--- src/rtl/hs_pkg.sv ---
// Package: shared helpers for the ready-pin/interrupt generator.
// Assumes trigger select is two bits wide.
package hs_pkg;
    // Map the two-bit trigger select onto its byte threshold.
    function automatic int unsigned trig_level(input logic [1:0] sel);
        case (sel)
            2'd0:    return 1;
            2'd1:    return 4;
            2'd2:    return 8;
            default: return 14;
        endcase
    endfunction
endpackage

--- src/rtl/hs_fifo.sv ---
// Module: hs_fifo
// A circular queue with a live occupancy count. When cap_one is set, it
// accepts at most one entry, which makes it a holding register. Pushes
// beyond capacity and pops when empty are dropped. A flush empties it
// and takes priority over push and pop in the same cycle.
// Assumes DEPTH is a power of two so the pointers wrap naturally.
module hs_fifo #(
    parameter int DATA_W = 8,
    parameter int DEPTH  = 16
) (
    input  logic                       clk,
    input  logic                       rst_n,
    input  logic                       flush,
    input  logic                       cap_one,
    input  logic                       wr,
    input  logic [DATA_W-1:0]          wdata,
    input  logic                       rd,
    output logic [DATA_W-1:0]          rdata,
    output logic [$clog2(DEPTH+1)-1:0] count
);
    localparam int AW = $clog2(DEPTH);
    localparam int CW = $clog2(DEPTH + 1);

    logic [DATA_W-1:0] mem [DEPTH];
    logic [AW-1:0]     wr_ptr, rd_ptr;
    logic [CW-1:0]     cap;
    logic              do_wr, do_rd;

    // Work out the current capacity and which requests are accepted.
    always_comb begin
        cap   = cap_one ? CW'(1) : CW'(DEPTH);
        do_wr = wr && (count < cap);
        do_rd = rd && (count != '0);
    end

    // Move the pointers and the count, or clear everything on flush.
    always_ff @(posedge clk) begin
        if (!rst_n || flush) begin
            wr_ptr <= '0;
            rd_ptr <= '0;
            count  <= '0;
        end else begin
            if (do_wr) wr_ptr <= wr_ptr + AW'(1);
            if (do_rd) rd_ptr <= rd_ptr + AW'(1);
            count <= count + CW'(do_wr) - CW'(do_rd);
        end
    end

    // Store accepted bytes; the storage needs no reset.
    always_ff @(posedge clk) begin
        if (do_wr && !flush) mem[wr_ptr] <= wdata;
    end

    assign rdata = mem[rd_ptr];
endmodule

--- src/rtl/hs_ready_logic.sv ---
// Module: hs_ready_logic
// Turns the queue counts and the mode bits into the two active-low ready
// pins and the two interrupt requests. It keeps one latched flag for the
// DMA receive handshake. The flag is set at the trigger level or on a
// time-out and dropped when the queue is empty or DMA handshake is off.
// Assumes the counts come from registers, so the outputs are free of loops.
module hs_ready_logic #(
    parameter int DEPTH = 16
) (
    input  logic                       clk,
    input  logic                       rst_n,
    input  logic                       fifo_en,
    input  logic                       dma_mode,
    input  logic [1:0]                 trig_sel,
    input  logic                       rx_timeout,
    input  logic [$clog2(DEPTH+1)-1:0] tx_count,
    input  logic [$clog2(DEPTH+1)-1:0] rx_count,
    output logic                       txrdy_n,
    output logic                       rxrdy_n,
    output logic                       tx_irq,
    output logic                       rx_irq
);
    import hs_pkg::*;
    localparam int CW = $clog2(DEPTH + 1);

    logic          blk_mode;
    logic          tx_empty, tx_full, rx_any, rx_at_trig;
    logic          rx_req_q, rx_req_d;
    logic [CW-1:0] trig;

    // Decode the fill state and the effective mode.
    always_comb begin
        trig       = CW'(trig_level(trig_sel));
        blk_mode   = fifo_en && dma_mode;
        tx_empty   = (tx_count == '0);
        tx_full    = (tx_count == CW'(DEPTH));
        rx_any     = (rx_count != '0);
        rx_at_trig = (rx_count >= trig);
        rx_req_d   = blk_mode && rx_any && (rx_req_q || rx_at_trig || rx_timeout);
    end

    // Hold the DMA receive handshake between trigger and drain.
    always_ff @(posedge clk) begin
        if (!rst_n) rx_req_q <= 1'b0;
        else        rx_req_q <= rx_req_d;
    end

    // Drive the pins and the interrupt requests according to the mode.
    always_comb begin
        tx_irq = tx_empty;
        if (blk_mode) begin
            txrdy_n = tx_full;
            rxrdy_n = !(rx_any && (rx_req_q || rx_at_trig));
        end else begin
            txrdy_n = !tx_empty;
            rxrdy_n = !rx_any;
        end
        rx_irq = fifo_en ? rx_at_trig : rx_any;
    end
endmodule

--- src/rtl/uart_dma_handshake.sv ---
// Module: uart_dma_handshake (top)
// One serial channel's transmit and receive queues, together with the logic
// that makes the ready pins and the interrupt requests. Clearing fifo_en
// flushes both queues. The flush is detected from a registered copy of
// the enable bit.
// Assumes single-cycle strobes and a DEPTH that is a power of two, >= 14.
module uart_dma_handshake #(
    parameter int DATA_W = 8,
    parameter int DEPTH  = 16,
    localparam int CW    = $clog2(DEPTH + 1)
) (
    input  logic              clk,
    input  logic              rst_n,
    input  logic              fifo_en,
    input  logic              dma_mode,
    input  logic [1:0]        trig_sel,
    input  logic              rx_timeout,
    input  logic              tx_wr,
    input  logic [DATA_W-1:0] tx_wdata,
    input  logic              tx_rd,
    output logic [DATA_W-1:0] tx_rdata,
    input  logic              rx_wr,
    input  logic [DATA_W-1:0] rx_wdata,
    input  logic              rx_rd,
    output logic [DATA_W-1:0] rx_rdata,
    output logic [CW-1:0]     tx_count,
    output logic [CW-1:0]     rx_count,
    output logic              txrdy_n,
    output logic              rxrdy_n,
    output logic              tx_irq,
    output logic              rx_irq
);
    logic fifo_en_q;
    logic flush;

    // Remember the previous enable bit so a falling edge can be seen.
    always_ff @(posedge clk) begin
        if (!rst_n) fifo_en_q <= 1'b0;
        else        fifo_en_q <= fifo_en;
    end

    assign flush = fifo_en_q && !fifo_en;

    hs_fifo #(.DATA_W(DATA_W), .DEPTH(DEPTH)) u_txq (
        .clk(clk), .rst_n(rst_n), .flush(flush), .cap_one(!fifo_en),
        .wr(tx_wr), .wdata(tx_wdata), .rd(tx_rd), .rdata(tx_rdata),
        .count(tx_count)
    );

    hs_fifo #(.DATA_W(DATA_W), .DEPTH(DEPTH)) u_rxq (
        .clk(clk), .rst_n(rst_n), .flush(flush), .cap_one(!fifo_en),
        .wr(rx_wr), .wdata(rx_wdata), .rd(rx_rd), .rdata(rx_rdata),
        .count(rx_count)
    );

    hs_ready_logic #(.DEPTH(DEPTH)) u_rdy (
        .clk(clk), .rst_n(rst_n), .fifo_en(fifo_en), .dma_mode(dma_mode),
        .trig_sel(trig_sel), .rx_timeout(rx_timeout),
        .tx_count(tx_count), .rx_count(rx_count),
        .txrdy_n(txrdy_n), .rxrdy_n(rxrdy_n), .tx_irq(tx_irq), .rx_irq(rx_irq)
    );
endmodule

--- config.mk ---
export PLATFORM = sky130hd
export DESIGN_NAME = uart_dma_handshake
export DESIGN_NICKNAME = d
export VERILOG_FILES = /design/src/rtl/hs_pkg.sv /design/src/rtl/hs_fifo.sv /design/src/rtl/hs_ready_logic.sv /design/src/rtl/uart_dma_handshake.sv
export SDC_FILE = /design/constraint.sdc
export NUM_CORES = 1
export LEC_CHECK = 0
export BUFFER_PORTS_ARGS = -buffer_cell sky130_fd_sc_hd__clkbuf_2
export CAP_MARGIN = 5
export CORE_MARGIN = 10
export CORE_UTILIZATION = 47
export DETAILED_ROUTE_END_ITERATION = 10
export GPL_ROUTABILITY_DRIVEN = 0
export GPL_TIMING_DRIVEN = 0
export HOLD_SLACK_MARGIN = 0.02
export PLACE_DENSITY = 0.66
export SLEW_MARGIN = 20
export SYNTH_ARGS = -nofsm -noshare
export SYNTH_HDL_FRONTEND = slang
export SYNTH_SLANG_ARGS = --single-unit
--- constraint.sdc ---
create_clock -name clk -period 2.8 [get_ports clk]
set_input_delay 0 -clock clk [delete_from_list [all_inputs] [get_ports clk]]
set_output_delay 0 -clock clk [all_outputs]
set_load 0.005 [all_outputs]
Word-level counts from Yosys, hierarchy flattened. Memories as Yosys holds them, arrays and structs flattened. A register that Yosys moved wholly into a read port is not among the register bits. Index checks and enable logic that the tools add are counted.

Word-level logic and storage cells: 61. Bits of input ports: 27. Output and inout bits: 30. Flip-flop bits (word level): 28. Memory bits (writable): 256. Memories kept: 2.

Memory list: u_rxq.mem (depth 16, bits a word 8, rd ports 1, clocked after Yosys merged registers in 1, write ports 1, RTL line hs_fifo.sv:24) `logic [DATA_W-1:0] mem [DEPTH];`; u_txq.mem (depth 16, bits a word 8, rd ports 1, clocked after Yosys merged registers in 1, write ports 1, RTL line hs_fifo.sv:24).

Multiplexer cells: 13. Equal/unequal tests: 3. $lt $le $gt $ge: 3. Reduce and logical (&&, ||, !) cells: 24. Add/sub/neg operators: 8.

Operators with widths (number): $add A4 B1 Y4 const B (4); $mux W4 (4); $pmux W4 S3 (1); $logic_and A1 B1 Y1 (11); $add A5 B1 Y5 (2); $lt A5 B5 Y1 (2); $reduce_bool A5 Y1 (2); $sub A5 B1 Y5 (2); $mux W1 (7); $logic_not A1 Y1 (6); $eq A5 B5 Y1 const B (1); $ge A5 B4 Y1 (1); $logic_not A5 Y1 (1); $mux W5 (1); $logic_or A1 B1 Y1 (3); $eq A2 B1 Y1 const B (1); $eq A2 B2 Y1 const B (1); $logic_not A2 Y1 (1).

Longest topological paths before layout.
Depth in word-level cells: 7. Gate-level depth with buffers: 14. Gate-level depth less buffers: 14.

Cells and area by module. Synthesis repeated with hierarchy kept, for this count alone.

Cell total of the unflattened synthesis: 668. Area, all modules: 12100.4 µm².

Modules (own cells, without submodules): hs_fifo (u_rxq) (times used 1, sequential area each 4184.0 µm², cells an instance 321, area an instance 5943.2 µm²); hs_fifo (u_txq) (times used 1, sequential area each 4184.0 µm², cells an instance 315, area an instance 5913.2 µm²); hs_ready_logic (times used 1, sequential area each 20.0 µm², cells an instance 28, area an instance 207.7 µm²); uart_dma_handshake (times used 1, sequential area each 20.0 µm², cells an instance 4, area an instance 36.3 µm²).

Worst setup path before layout. Ideal clock, no wire load.

Path kind: flip-flop to flip-flop. Start point: reg u_txq.count[2]. End point: reg u_txq.count[4]. Arrival time: 2.548 ns. Buffers on the path: 0. Library setup time: 0.117 ns. Cell stages (with the launch flop): 15. Required time: 2.683 ns. Path slack: 0.135 ns. Period minus slack after synthesis: 2.665 ns. Path through: dfxtp_1 -> inv_1 -> ha_1 -> or4b_1 -> nand2_1 -> inv_1 -> ha_1 -> inv_1 -> ha_1 -> inv_1 -> fa_1 -> o21bai_1 -> a21oi_1 -> xnor2_1 -> nor2_1.

Elaborated cells on any way between the ends: 6. Classes of those cells: add/sub: 2; order compare: 1; reduce/logical: 3.

RTL lines: start: declaration (RTL line hs_fifo.sv:19) `output logic [$clog2(DEPTH+1)-1:0] count`; start signal: assignment (RTL line hs_fifo.sv:45) `count <= count + CW'(do_wr) - CW'(do_rd);`; $reduce_bool A5 Y1 (RTL line hs_fifo.sv:33) `do_rd = rd && (count != '0);`; $logic_and A1 B1 Y1 (RTL line hs_fifo.sv:33); named net u_txq.do_rd (RTL line hs_fifo.sv:27) `logic do_wr, do_rd;`; $sub A5 B1 Y5 (RTL line hs_fifo.sv:45).

The timed path passes the listed nets, and every way through them passes these cells. A chain may end at the register's enable or synchronous reset.

Worst setup path after layout.
Start point: reg u_txq.count[3]. End point: reg u_txq.count[4].

The elaborated chain is that of the path after synthesis.

==> results.md <==
- Sequential share of power: between 40% and 50%
- Clk pwr share: roughly 30%
- Slew at the pin closest to its max-slew limit: 1025 ps
- Remaining global-route overflow: 0
- Internal power: 8.124 mW
- Max_slew headroom: a little under a third
- Post-Place Cells: around 1.0k
- Worst R2R Setup Slack: 6 ps
- Outcome: complete, no violations
- Post-route clock period utilization: 99.77%
- Power share of the combinational group: 24.0%
- CTS H-tree depth: 1
- Initial core utilization: a little under half
- Final net count: 839
- Drt wl/cell: between 20 and 25 um
- CTS tree: built
- Hold Path Stages: 5
- Largest net degree at the start of global routing: 17
- Number of synthesized flops with an enable pin: 256
- Top cells by count, synth: 256 x edfxtp_1, 55 x nor2_1, 36 x dfxtp_1, 36 x mux4_2, 32 x a22oi_1
- Hold Path Class: input pin to register
- Die Span Y: 179.4 um
- HP Start: fifo_en
- Fill cells: 1988
- Switching part of the total: 27.31%
- Syn Nets: slightly above 700
- Clock Tree Root: clkbuf_16
- 1st-iter DRT viols: roughly 470
- Mapped Cells: 663
- Area leader, netlist: edfxtp_1
- Prevailing post-synth register cell: edfxtp_1
- Worst Path Max Fanout: 4
- Synth Cell Area: about 0.012 mm2
- MaxCap Viol Count: 0
- Setup violators final: 0
- Cell Count, Final, Fillers Out: 1131
- DR vias: 6313
- Post-route DRC: 0
- Chip Width: 179.4 um
- Setup Crit Path Kind: register to register
- CTS clk-pin slew, worst paths: around 70 ps
- Worst reg2reg path depth: 14
- Lkg Pwr: 4.759 nW
- Arr. time, crit path: 3220 ps
- I/O pin total: between 50 and 60
- Vias in the first global route: 6623
- Die area: ~0.032 mm2
- Longest Clk Path Bufs: 3
- R2R Path End: u_txq.count[4]
- Area growth syn-to-layout: 15.46%
- ANT nets after route: 0
- First-pass DRT Iterations: 5
- Most used standard cell by instance count after synthesis: edfxtp_1
- Clock latency on the worst-skew pair: 540 ps
- HPWL after DPL: 16.47 mm
- Fin crit period: 2794 ps
- Overall power: 11.18 mW
- Reg-to-Reg Start: u_txq.count[3]
- Share of cells above drive strength 1: about 22%
- Syn avg cell area: 18.01 um2
- # port buffers: 55
- Cts bufs inserted: 28
- Top post-synthesis cells by area: edfxtp_1 64%, mux4_2 6.8%, mux4_1 6.2%
- Final Max Tran Viols: 0
- Post-synth top area share: 64.39%
- RSZ-0062 raised after global routing: true
- Antenna violations before repair: 0
- CP required: between 3000 and 4000 ps
- Yosys reg bits: 292
- FFs w/ async S/R, synth: 0%
- Sequential-to-total area share from yosys stat: 70.43%
- First-pass GRT wire length: 38.00 mm
- CP startpoint kind: register
- CTS Sinks: 292
- Global Route Usage Sum: 15.35%
- Peak VDD IR: 0.0005400 V
- Ant. Diodes: 0
- Max Clk Rate: 358.0 MHz
- Synth cell types: 40
- Power Density: 810.7 mW/mm2
- Synth Warn #: 0
- FP Rows: 58
- Routed vias/inst: 5.582
- Net Sw Power: 3.052 mW
- Clock skew: 12.57 ps
- CP endpoint kind: register
- Final Hold Vio Count: 0
- Core Region: 0.02511 mm2
- WL final: 24.58 mm
- Worst Hold Path EP: u_rxq.wr_ptr[0]
-- metrics by stage --
stage / worst slack, ps / TNS, ps / instance area [um2] / util [%] / hold WS [ps]
after floorplan: 134.6 / 0 / 11940 / - / 74.71
after CTS: 10.07 / 0 / 13710 / 54.58 / 99.65
final: 6.482 / 0 / 13780 / 54.90 / 132.0
after detailed placement: -158.1 / -158.1 / 12630 / 50.29 / 269.0
after global placement: -53.72 / -53.72 / 12630 / 50.29 / 256.1
after global routing: -33.17 / -34.45 / 13780 / 54.90 / 153.7
-- power groups by stage --
stage / registers [mW] / clock network, mW / logic, mW
2_1_floorplan: 5.13 / 0 / 1.76
3_3_place_gp: 5.15 / 0 / 2.45
3_5_place_dp: 5.17 / 0 / 2.54
4_1_cts: 5.08 / 3.48 / 2.61
5_1_grt: 5.11 / 3.66 / 2.93
6_report: 5.08 / 3.41 / 2.68
-- cells by family after synthesis --
| kind of cell | share of synthesized area (%) |
|---|---|
| DFF | 70.43 |
| and+or+nand+nor | 5.649 |
| muxes | 13.22 |
| AOI/OAI and AO/OA | 3.762 |
| buffers and inverters | 2.410 |
| adders and majority gates | 3.584 |
| xor gates and xnor gates | 0.9537 |
-- worst max-delay path: stages (launching register included) --
cell and delay (ps):
dfxtp_4 360, inv_2 60, ha_2 170, or4b_4 500
nand2_4 100, inv_1 40, ha_1 270, inv_1 60
ha_2 170, inv_1 60, fa_2 360, o21bai_1 240
a21oi_2 90, xnor2_1 140, nor2_1 50
-- repair_timing --
action                                 4_1_cts  5_1_grt
pin swaps                                    0        5
hold buffers                                24        0
setup endpoints to repair                    1       10
endpoints found under the hold margin      285        0
gates resized for setup                      4       11
buffers inserted                             0        7
-- routing by layer --
layer,up-vias,part of all wire (%),GRT usage (%),wire length (um)
li1,2862,-,-,-
met1,3209,42,20.11,10210
met2,209,50,25.85,12300
met3,33,6.5,3.018,1594
met4,0,1.9,3.929,473
met5,-,0,0,0
-- registers in the layout (all words and copies together) (netlist names), named ones only --
signal	count
u_rxq.mem	128
u_txq.mem	128
u_rxq.count	5
u_txq.count	5
u_rxq.rd_ptr	4
u_rxq.wr_ptr	4
u_txq.rd_ptr	4
u_txq.wr_ptr	4
fifo_en_q	1
u_rdy.rx_req_q	1
-- worst max-delay path by stage --
stage               depth (start not counted)  slack [ps]        endpoint      startpoint
global placement                           14         -50  u_txq.count[4]  u_txq.count[2]
detailed placement                         14        -160  u_txq.count[4]  u_txq.count[2]
CTS                                        14          10  u_txq.count[4]  u_txq.count[3]
floorplan                                  14         130  u_txq.count[4]  u_txq.count[2]
global route                               14         -30  u_txq.count[4]  u_txq.count[3]
finish                                     14           6  u_txq.count[4]  u_txq.count[3]
-- cell type report --
class                      count  area, um2  share of cell area [%]
buffer                        27      205.2                   1.489
clock buffer                  39      752.0                   5.455
tap                          330      412.9                   2.995
inverter                      22      82.58                  0.5991
sequential                   292       8413                   61.03
clock inverter                13      77.57                  0.5628
multi-input combinational    322       3273                   23.75
timing repair buffer          86      568.0                   4.121
-- placed cells by master (no fill, tap or decap), drive strengths merged, types with 5 or more instances in the layout --
cell / synthesis / routed
nand3: 20 / 20
buf: 19 / 26
clkdlybuf4s25: 6 / 6
a21oi: 12 / 12
a22oi: 32 / 32
clkinv: 0 / 12
mux4: 64 / 64
inv: 22 / 22
nand2: 28 / 28
nor2: 55 / 55
o21ai: 10 / 10
clkbuf: 2 / 96
ha: 31 / 31
edfxtp: 256 / 256
dfxtp: 36 / 36
dlygate4sd3: 0 / 24
nand2b: 9 / 9
xor2: 9 / 9
and3: 6 / 6
nor2b: 5 / 5
No activity file was read; power rests on OpenSTA's default activity.
